<file path="src/rtl/csr_access_gate.sv">
module csr_access_gate #(
  parameter int XLEN      = 32,
  parameter int NUM_CTR   = 32,
  parameter bit HAS_SMODE = 1'b1,
  parameter bit HAS_FP    = 1'b1
) (
  input  logic            req_valid,
  input  logic [11:0]     csr_addr,
  input  logic [1:0]      priv,
  input  logic [1:0]      op,
  input  logic [XLEN-1:0] new_val,
  input  logic [XLEN-1:0] wr_mask,
  input  logic [31:0]     m_ctr_en,
  input  logic [31:0]     s_ctr_en,
  input  logic [XLEN-1:0] bank_rdata,
  output logic [11:0]     bank_raddr,
  output logic            bank_we,
  output logic [11:0]     bank_waddr,
  output logic [XLEN-1:0] bank_wdata,
  output logic [XLEN-1:0] rdata,
  output logic            illegal
);
  localparam logic [1:0] PRIV_U = 2'd0;
  localparam logic [1:0] PRIV_M = 2'd3;
  localparam bit         HI_CTR = (XLEN == 32);

  localparam logic [1:0] OP_RAW = 2'd0;
  localparam logic [1:0] OP_SWP = 2'd1;
  localparam logic [1:0] OP_SET = 2'd2;

  function automatic logic in_rng(input logic [11:0] a, input int base, input int cnt);
    return (int'(a) >= base) && (int'(a) < base + cnt);
  endfunction

  logic [XLEN-1:0] eff_new, eff_mask;
  always_comb begin
    case (op)
      OP_RAW:  begin eff_new = new_val;  eff_mask = wr_mask; end
      OP_SWP:  begin eff_new = new_val;  eff_mask = '1;      end
      OP_SET:  begin eff_new = '1;       eff_mask = new_val; end
      default: begin eff_new = '0;       eff_mask = new_val; end
    endcase
  end

  logic [4:0] ctr_idx;
  logic       ctr_idx_ok, uctr_hit, mctr_hit;
  assign ctr_idx    = csr_addr[4:0];
  assign ctr_idx_ok = int'(ctr_idx) < NUM_CTR;
  assign uctr_hit   = (csr_addr[11:5] == 7'h60) || (HI_CTR && csr_addr[11:5] == 7'h64);
  assign mctr_hit   = (csr_addr[11:5] == 7'h58) || (HI_CTR && csr_addr[11:5] == 7'h5C);

  logic fp_hit, s_hit, m_hit, info_hit, impl;
  assign fp_hit   = HAS_FP && in_rng(csr_addr, 'h001, 3);
  assign s_hit    = HAS_SMODE && (in_rng(csr_addr, 'h100, 7) ||
                                  in_rng(csr_addr, 'h140, 5) ||
                                  csr_addr == 12'h180);
  assign m_hit    = in_rng(csr_addr, 'h300, 7) || in_rng(csr_addr, 'h323, 29) ||
                    in_rng(csr_addr, 'h340, 5);
  assign info_hit = in_rng(csr_addr, 'hF11, 4);
  assign impl     = fp_hit | s_hit | m_hit | info_hit | ((uctr_hit | mctr_hit) & ctr_idx_ok);

  logic [31:0] ctr_gate;
  always_comb begin
    ctr_gate = '1;
    if (priv != PRIV_M) ctr_gate = ctr_gate & m_ctr_en;
    if (priv == PRIV_U) ctr_gate = ctr_gate & s_ctr_en;
  end

  logic wr_any, priv_low, ro_viol, ctr_viol, bad, ok;
  assign wr_any   = |eff_mask;
  assign priv_low = priv < csr_addr[9:8];
  assign ro_viol  = (csr_addr[11:10] == 2'b11) & wr_any;
  assign ctr_viol = uctr_hit & ~ctr_gate[ctr_idx];
  assign bad      = ~impl | priv_low | ro_viol | ctr_viol;
  assign ok       = req_valid & ~bad;

  assign illegal    = req_valid & bad;
  assign bank_raddr = csr_addr;
  assign bank_waddr = csr_addr;
  assign bank_we    = ok & wr_any;
  assign bank_wdata = (bank_rdata & ~eff_mask) | (eff_new & eff_mask);
  assign rdata      = ok ? bank_rdata : '0;
endmodule

</file>
<file path="config.mk">
export PLATFORM = sky130hd
export DESIGN_NAME = csr_access_gate
export DESIGN_NICKNAME = d
export VERILOG_FILES = /design/src/rtl/csr_access_gate.sv
export SDC_FILE = /design/constraint.sdc
export NUM_CORES = 1
export LEC_CHECK = 0
export BUFFER_PORTS_ARGS = -buffer_cell sky130_fd_sc_hd__buf_2
export CAP_MARGIN = 20
export CELL_PAD_IN_SITES_DETAIL_PLACEMENT = 1
export CELL_PAD_IN_SITES_GLOBAL_PLACEMENT = 2
export CORE_MARGIN = 1.5
export CORE_UTILIZATION = 17
export DETAILED_ROUTE_END_ITERATION = 16
export PLACE_DENSITY = 0.9
export RECOVER_POWER = 100
export SYNTH_ARGS = -nofsm -noshare
export SYNTH_HDL_FRONTEND = slang
export SYNTH_SLANG_ARGS = --single-unit
</file>
<file path="constraint.sdc">
create_clock -name vclk -period 4.06
set_clock_uncertainty 0.2 [all_clocks]
set_input_delay 0.812 -clock vclk [all_inputs]
set_output_delay 0.812 -clock vclk [all_outputs]
set_load 0.005 [all_outputs]
</file>
==> results of run 1 <==
==> metal layers <==
metal  routed length (um)  vias up  share of wire, %
li1                     -     2211                 -
met1                 6818     2138                41
met2                 8382      174                51
met3                 1157       14               7.0
met4                  209        4               1.3
met5                   24        -              0.14
==> report_power, final <==
part           switching [W]      internal, W  leakage (nW)
logic               0.000243         0.000180          1.81
registers                  0                0             0
clock network              0  0.0000000000330    0.00000634
==> placed cells by master (no fill, tap or decap), types with 15 or more instances in the layout <==
cell	synthesis	layout
o221ai_1	30	30
nor3_1	37	40
nand2_1	37	37
clkbuf_1	15	64
buf_4	28	15
nor4_1	19	15
nor3_2	28	26
buf_2	10	198
a21oi_1	41	41
xnor2_1	32	32
a211oi_1	33	33
inv_1	36	36
nor2_1	70	70
==> cells by family after synthesis <==
logic type,after synthesis
and+or+nand+nor,221
xor gates and xnor gates,32
adders and majority gates,1
buffers and inverters,99
AOI/OAI and AO/OA,130
==> final timing paths <==
| kind | start | to | cells after the start |
|---|---|---|---|
| setup / recovery | priv[1] | rdata[22] | 10 |
| hold / removal | csr_addr[6] | bank_raddr[6] | 2 |
==> metrics by stage <==
| stage | util [%] | total power (W) | hold WS [ps] |
|---|---|---|---|
| 2_1_floorplan | - | 0.0002119 | 1505 |
| 3_3_place_gp | 25.76 | 0.0004287 | 1657 |
| 3_5_place_dp | 25.76 | 0.0004365 | 1669 |
| 4_1_cts | 25.76 | 0.0004387 | 1668 |
| 5_1_grt | 25.42 | 0.0004701 | 1716 |
| 6_report | 25.42 | 0.0004235 | 1686 |
==> layout make-up <==
cell class | instances | area [sq um] | area share, %
Timing Repair Buffer | 289 | 1484 | 33.98
Multi-Input combinational cell | 384 | 2464 | 56.42
Antenna cell | 1 | 2.502 | 0.05731
Inverter | 36 | 135.1 | 3.095
Tap cell | 225 | 281.5 | 6.447
==> impl_metrics.tcl, run 1 <==
set metrics [dict create \
    status "finished clean" \
    post_route_cells_drive_above_1_share_pct 37.24 \
    initial_antenna_violation_count 3 \
    gp_congestion 0.8101 \
    synth_sequential_area_ratio_pct 0 \
    post-synth-top-area-fraction_pct 9.436 \
    final_cells 935 \
    place_inst 933 \
    grtUsageMet3_pct 2.768 \
    max-slew-margin-rel_pct 31.72 \
    synth_top_family_by_area "simple AND/OR/NAND/NOR gates" \
    pwr_density_cell_mw_per_mm2 96.99 \
    floorplan.initialDensity_pct 17.29 \
    n_fill_cell 2318 \
    design.portCount 267 \
    syn-mean-instance-area_sq_um 6.150 \
    global_route.overflow_total 0 \
    max_slew_violations 0 \
    crit_type "in2out" \
    die_area_sq_mm 0.01828 \
    max_freq_mhz 253.8 \
    largest_net_degree_at_the_start_of_global_routing 47 \
    number_of_buffers_added_for_setup_after_cts 0 \
    crit_path_max_delay_family "compound AO/OA/AOI/OAI gates" \
    post_drt_wl_per_cell_um 17.75 \
    static_leakage_nw 1.811 \
    detail-route-antenna-nets 0 \
    fin_setup_tns_ps 0 \
    synth.area.mux_share_pct 0 \
    min-delay-path-class "in2out" \
    setup_viol_count_final 0 \
    yosys.area_share.simple_pct 40.73 \
    fp.dieW_um 135.2 \
    detail_route.vias_per_cell 4.857 \
    synth_compound_gate_area_share_pct 31.84 \
    numPortBuffers 267 \
    cap_violations 0 \
    yosys_warnings 0 \
    cts.repair.resized 0 \
    crit_path_cell_trace "buf_2 > or2_4 > buf_4 > o221ai_1 > a41oi_1 > o21a_1 > o211ai_4 > clkbuf_16 > nor3_1 > buf_2" \
    pre_cts_slack_ps 28.32 \
    crit_path_launch_type "input pin" \
    ys_types 47 \
    synthesis.instances 483 \
    drt_iter0_markers 168 \
    grt_pass1_vias 4540 \
    n_sequential_cell 0 \
    final_area_sq_mm 0.004367 \
    die_h_um 135.2 \
    post-synth-top-count-cell "nor2_1" \
    nClkBuffers 0 \
    first_pass_grt_wire_length_um 24480 \
    setup_slack_ps 119.9 \
    grtUsageMet1_pct 19.81 \
    worstPathArrival_ps 2930 \
    crit_required_ps 3050 \
    drt_pre_antenna_iters 4 \
    synth_area_leader_cell "nor3_2" \
    place_area_sq_mm 0.004425 \
    final_period_minus_worst_setup_slack_ps 3940 \
    worst_setup_path_end_kind "output port" \
    gr-usage-met2_pct 32.23 \
    netlist_area_sq_mm 0.002970 \
    number_of_nets_in_the_synthesized_netlist 661 \
    rsz_0062_raised_after_global_routing "no" \
    layout.nets 889 \
    grt.total_usage_pct 16.78 \
    number_of_buffer_and_inverter_instances_along_the_worst_setup_path 4 \
    post_synth_fa_ha_maj_area_fraction_pct 0.4212 \
    via_count 4541 \
    area_growth_pct 47.01 \
    maximum_single_stage_delay_on_the_critical_path_ps 350 \
    top_usage_layer "met2" \
    post_synth_most_frequent_cells "70 x nor2_1, 41 x a21oi_1, 37 x nand2_1, 37 x nor3_1, 36 x inv_1" \
    ctsHoldBuffers 0 \
    routed_wl_um 16590 \
    floorplan.rows 48 \
    max_stage_delay_cell_worst_path "o211ai_4" \
    detailed_place_hpwl_um 13990 \
    synth-xor-area-share_pct 9.436 \
    irDropWorstVdd_v 0.00003165 \
    worst_slew_pin_slew_ps 1024 \
    final_worst_path_period_share_pct 97.05 \
    layout.area.seq_sq_um 0 \
    worst_path_max_fanout 11 \
    remaining_drc_errors 0 \
    worst_path_most_repeated_cell "buf_2" \
    final_hold_violation_count 0 \
    synth_area_leaders "nor3_2 9.4%, xnor2_1 9.4%, nor2_1 8.8%" \
    placeableCoreArea_sq_mm 0.01718 \
]
Power figures use the tool's default switching activity.
==> run 2, diff against run 1 <==
--- a/config.mk
+++ b/config.mk
@@ -12,8 +12,9 @@
 export CORE_MARGIN = 1.5
 export CORE_UTILIZATION = 17
 export DETAILED_ROUTE_END_ITERATION = 16
-export PLACE_DENSITY = 0.9
+export PLACE_DENSITY = 0.79
 export RECOVER_POWER = 100
+export SETUP_SLACK_MARGIN = 0.05
 export SYNTH_ARGS = -nofsm -noshare
 export SYNTH_HDL_FRONTEND = slang
 export SYNTH_SLANG_ARGS = --single-unit
==> run 2 against run 1 <==
First-iteration DRC count shrank 21%. Critical path depth unchanged. Count of clock-buffer cells in the layout did not move. Setup slack gained 42 ps. Via count shrank 0.35%. Utilization up 0.90 points. Hold slack got worse by 4.3 ps. Final cell count increased by 0.43%. Wire length shrank 0.95%. Largest cell class unchanged. Largest power group unchanged. Highest routed layer is now met4.
==> impl_metrics.tcl, run 2 (same netlist as run 1, synthesis figures left out) <==
set metrics [dict create \
    rsz_0062_raised_after_global_routing "yes" \
    number_of_buffer_and_inverter_instances_along_the_worst_setup_path 4 \
    initial_antenna_violation_count 1 \
    max_slew_violations 0 \
    irDropWorstVdd_v 0.00003265 \
    max-slew-margin-rel_pct 49.94 \
    n_sequential_cell 0 \
    final_period_minus_worst_setup_slack_ps 3898 \
    min-delay-path-class "in2out" \
    worst_setup_path_end_kind "output port" \
    worst_path_most_repeated_cell "nor3_2" \
    design.portCount 267 \
    ctsHoldBuffers 0 \
    place_area_sq_mm 0.004433 \
    final_hold_violation_count 0 \
    floorplan.rows 48 \
    first_pass_grt_wire_length_um 24120 \
    fp.dieW_um 135.2 \
    crit_path_max_delay_family "simple AND/OR/NAND/NOR gates" \
    remaining_drc_errors 0 \
    layout.nets 893 \
    grt_pass1_vias 4390 \
    drt_pre_antenna_iters 4 \
    maximum_single_stage_delay_on_the_critical_path_ps 380 \
    fin_setup_tns_ps 0 \
    whs_ps 1682 \
    cap_violations 0 \
    floorplan.initialDensity_pct 17.29 \
    die_area_sq_mm 0.01828 \
    area_growth_pct 52.23 \
    drt_iter0_markers 133 \
    numPortBuffers 267 \
    gp_congestion 0.8868 \
    die_h_um 135.2 \
    global_route.overflow_total 0 \
    crit_path_cell_trace "clkbuf_1 > or2_0 > nor3_2 > or3b_1 > a221o_1 > o211ai_4 > buf_12 > buf_4 > nor3_2 > buf_2" \
    worst_slew_pin_slew_ps 751.0 \
    grt.total_usage_pct 16.44 \
    via_count 4525 \
    max_stage_delay_cell_worst_path "or3b_1" \
    crit_required_ps 3050 \
    largest_net_degree_at_the_start_of_global_routing 61 \
    post_drt_wl_per_cell_um 17.50 \
    final_worst_path_period_share_pct 96.01 \
    setup_viol_count_final 0 \
    detailed_place_hpwl_um 13510 \
    placeableCoreArea_sq_mm 0.01718 \
    nClkBuffers 0 \
    detail_route.vias_per_cell 4.819 \
    crit_type "in2out" \
    status "finished clean" \
    static_leakage_nw 1.854 \
    commonest_non_fill_non_tap_cell_in_the_layout "buf_2" \
    final_area_sq_mm 0.004522 \
    crit_path_launch_type "input pin" \
    mostFrequentLayoutCells "195 x buf_2, 70 x nor2_1, 61 x clkbuf_1" \
    max_freq_mhz 256.5 \
    routed_wl_um 16440 \
    worstPathArrival_ps 2890 \
    worst_path_max_fanout 7 \
    detail-route-antenna-nets 0 \
    post_route_cells_drive_above_1_share_pct 39.41 \
    pwr_density_cell_mw_per_mm2 94.51 \
    layout.area.seq_sq_um 0 \
]
==> run 2: what timing repair did <==
| item | CTS | global route |
|---|---|---|
| buffers inserted | 0 | 1 |
| pin swaps | 0 | 6 |
| gates resized for setup | 3 | 17 |
| setup endpoints to repair | 29 | 34 |
| gates cloned | 0 | 3 |
==> run 2: path summary, 6_finish.rpt <==
| check | slack, ps | depth (start not counted) | to | start |
|---|---|---|---|---|
| setup / recovery | 160 | 10 | rdata[26] | csr_addr[6] |
| hold / removal | 1680 | 2 | bank_raddr[6] | csr_addr[6] |
==> run 2: layout make-up <==
class | count | area (sq um)
multi-input cells | 384 | 2552
fillers | 2257 | 12650
repair buffers | 293 | 1550
well taps | 225 | 281.5
inverters | 36 | 135.1
diodes | 1 | 2.502
==> run 2: power breakdown <==
| group | total [W] | switching, W | internal (W) | leakage [nW] |
|---|---|---|---|---|
| combinational | 0.000427 | 0.000243 | 0.000185 | 1.85 |
| clock | 0.0000000000330 | 0 | 0.0000000000329 | 0.00000634 |
| sequential | 0 | 0 | 0 | 0 |
| total | 0.000427 | 0.000243 | 0.000185 | 1.85 |
==> run 2: layer usage <==
layer / GRT usage [%] / wire length, um
met5: 0 / 0
met4: 1.135 / 122
met3: 1.534 / 970
met2: 30.16 / 8073
met1: 21.62 / 7268
==> run 2: through the flow <==
stage | std cells | util [%] | setup slack, ps | power (W)
detailed placement | 934 | 25.81 | 0.1077 | 0.0004312
floorplan | 483 | - | 567.3 | 0.0002119
CTS | 934 | 25.92 | 66.84 | 0.0004344
global placement | 934 | 25.81 | 44.93 | 0.0004277
global route | 938 | 26.31 | 28.08 | 0.0004743
finish | 939 | 26.33 | 162.1 | 0.0004273
==> run 3, diff against run 2 <==
--- a/config.mk
+++ b/config.mk
@@ -14,7 +14,8 @@
 export DETAILED_ROUTE_END_ITERATION = 16
 export PLACE_DENSITY = 0.79
 export RECOVER_POWER = 100
-export SETUP_SLACK_MARGIN = 0.05
+export REMOVE_ABC_BUFFERS = 1
+export SETUP_SLACK_MARGIN = 0.5
 export SYNTH_ARGS = -nofsm -noshare
 export SYNTH_HDL_FRONTEND = slang
 export SYNTH_SLANG_ARGS = --single-unit
==> run 3 against run 2 <==
Total power is 8.8% higher. Sequential cell count stayed put. Non-clock buffer count is 20 higher. First-iteration DRC count is 16% lower. Setup slack better by 16 ps. Count of clock-buffer cells in the layout stayed put. Wire length is 0.51% lower. Die area stayed put. Critical path depth is 2 lower. Final cell count is 2.1% higher. Critical path type unchanged. Critical endpoint is now illegal. Largest cell class unchanged.
==> impl_metrics.tcl, run 3 (same netlist as run 1, synthesis figures left out) <==
set metrics [dict create \
    global_route.overflow_total 0 \
    die_area_sq_mm 0.01828 \
    setup_viol_count_final 0 \
    final_cells 959 \
    remaining_drc_errors 0 \
    worst_path_max_fanout 8 \
    status "finished clean" \
    crit_path_cell_trace "clkbuf_1 > nand2_1 > or3b_1 > a221o_1 > o211ai_4 > buf_6 > o21a_1 > buf_2" \
    static_leakage_nw 2.139 \
    layout.nets 914 \
    post_route_cells_drive_above_1_share_pct 47.55 \
    floorplan.rows 48 \
    nClkBuffers 0 \
    number_of_diodes_added_for_antenna_fixing 0 \
    place_inst 944 \
    mostFrequentLayoutCells "228 x buf_2, 70 x nor2_1, 39 x a21oi_1" \
    max-slew-margin-rel_pct 49.44 \
    min-delay-path-class "in2out" \
    worst_setup_path_end_kind "output port" \
    grt_pass1_vias 4740 \
    drt_iter0_markers 112 \
    post_drt_wl_per_cell_um 17.05 \
    drt_pre_antenna_iters 4 \
    detailed_place_hpwl_um 13340 \
    pwr_density_cell_mw_per_mm2 93.51 \
    whs_ps 1649 \
    first_pass_grt_wire_length_um 25100 \
    fin_total_pwr_w 0.0004648 \
    fp.dieW_um 135.2 \
    initial_antenna_violation_count 2 \
    detail-route-antenna-nets 0 \
    gp_congestion 0.8406 \
    crit_path_launch_type "input pin" \
    floorplan.initialDensity_pct 17.29 \
    detail_route.vias_per_cell 4.869 \
    routed_wl_um 16350 \
    final_hold_violation_count 0 \
    crit_required_ps 3050 \
    hold_start "csr_addr[1]" \
    largest_net_degree_at_the_start_of_global_routing 25 \
    commonest_non_fill_non_tap_cell_in_the_layout "buf_2" \
    placeableCoreArea_sq_mm 0.01718 \
    final_worst_path_period_share_pct 95.61 \
    n_fill_cell 2246 \
    critical_path.startpoint "csr_addr[11]" \
    numPortBuffers 267 \
    worstPathArrival_ps 2870 \
    grt.total_usage_pct 16.97 \
    die_h_um 135.2 \
    rsz_0062_raised_after_global_routing "yes" \
    max_freq_mhz 257.6 \
    via_count 4669 \
    n_sequential_cell 0 \
    layout.area.seq_sq_um 0 \
    multi_input_comb_area_sq_mm 0.002735 \
    maximum_single_stage_delay_on_the_critical_path_ps 430 \
    irDropWorstVdd_v 0.00003773 \
    design.portCount 267 \
    worst_slew_pin_slew_ps 758.4 \
    max_stage_delay_cell_worst_path "or3b_1" \
    area_growth_pct 67.35 \
    final_period_minus_worst_setup_slack_ps 3882 \
    crit_type "in2out" \
    cap_violations 0 \
    max_slew_violations 0 \
]
[run 3: cell count changes in the layout (fill, tap and decap cells not counted), sizes merged]
| cell | change |
|---|---|
| buf | +62 |
| bufbuf | +1 |
| or2 | +1 |
| diode | -1 |
| clkbuf | -43 |
[run 3: layout make-up]
class | count | area share (%)
multi-input cells | 385 | 55.02
inverters | 36 | 2.718
repair buffers | 313 | 36.60
well taps | 225 | 5.663
[run 3: worst paths after layout]
kind / end / cells past startpoint
setup / recovery: illegal / 8
hold / removal: bank_waddr[1] / 2
[run 3: routing by layer]
layer / routed length (um) / up-vias / track usage, %
met1: 6400 / 2198 / 19.51
li1: - / 2252 / -
met3: 1387 / 12 / 3.517
met5: 12 / - / 0
met4: 193 / 2 / 1.792
met2: 8357 / 205 / 32.91
[run 3: metrics by stage]
| step | utilization, % | cell area [sq um] | setup slack, ps | setup TNS (ps) |
|---|---|---|---|---|
| floorplan | - | 2584 | -166.6 | -935.6 |
| global placement | 26.25 | 4508 | -83.29 | -1510 |
| detailed placement | 26.25 | 4508 | -142.6 | -3541 |
| CTS | 28.88 | 4961 | 225.1 | 0 |
| global route | 28.94 | 4971 | 30.96 | 0 |
| finish | 28.94 | 4971 | 178.4 | 0 |
[run 3: critical path: cells and delay by family]
family | cells | cell delay, ps
and+or+nand+nor | 2 | 670
AOI/OAI and AO/OA | 3 | 790
buffers and inverters | 3 | 600
[run 3: power breakdown]
group | switching (W) | leakage, nW | internal, W
logic | 0.000255 | 2.14 | 0.000209
registers | 0 | 0 | 0
clock network | 0 | 0 | 0
total | 0.000255 | 2.14 | 0.000209
[run 3: what timing repair did]
| item | in CTS | in global routing |
|---|---|---|
| buffers inserted | 10 | 2 |
| endpoints found under the setup margin | 34 | 34 |
| pin swaps | 26 | 6 |
| gates resized for setup | 62 | 9 |
| gates cloned | 3 | 0 |
| hold buffers | 0 | 0 |
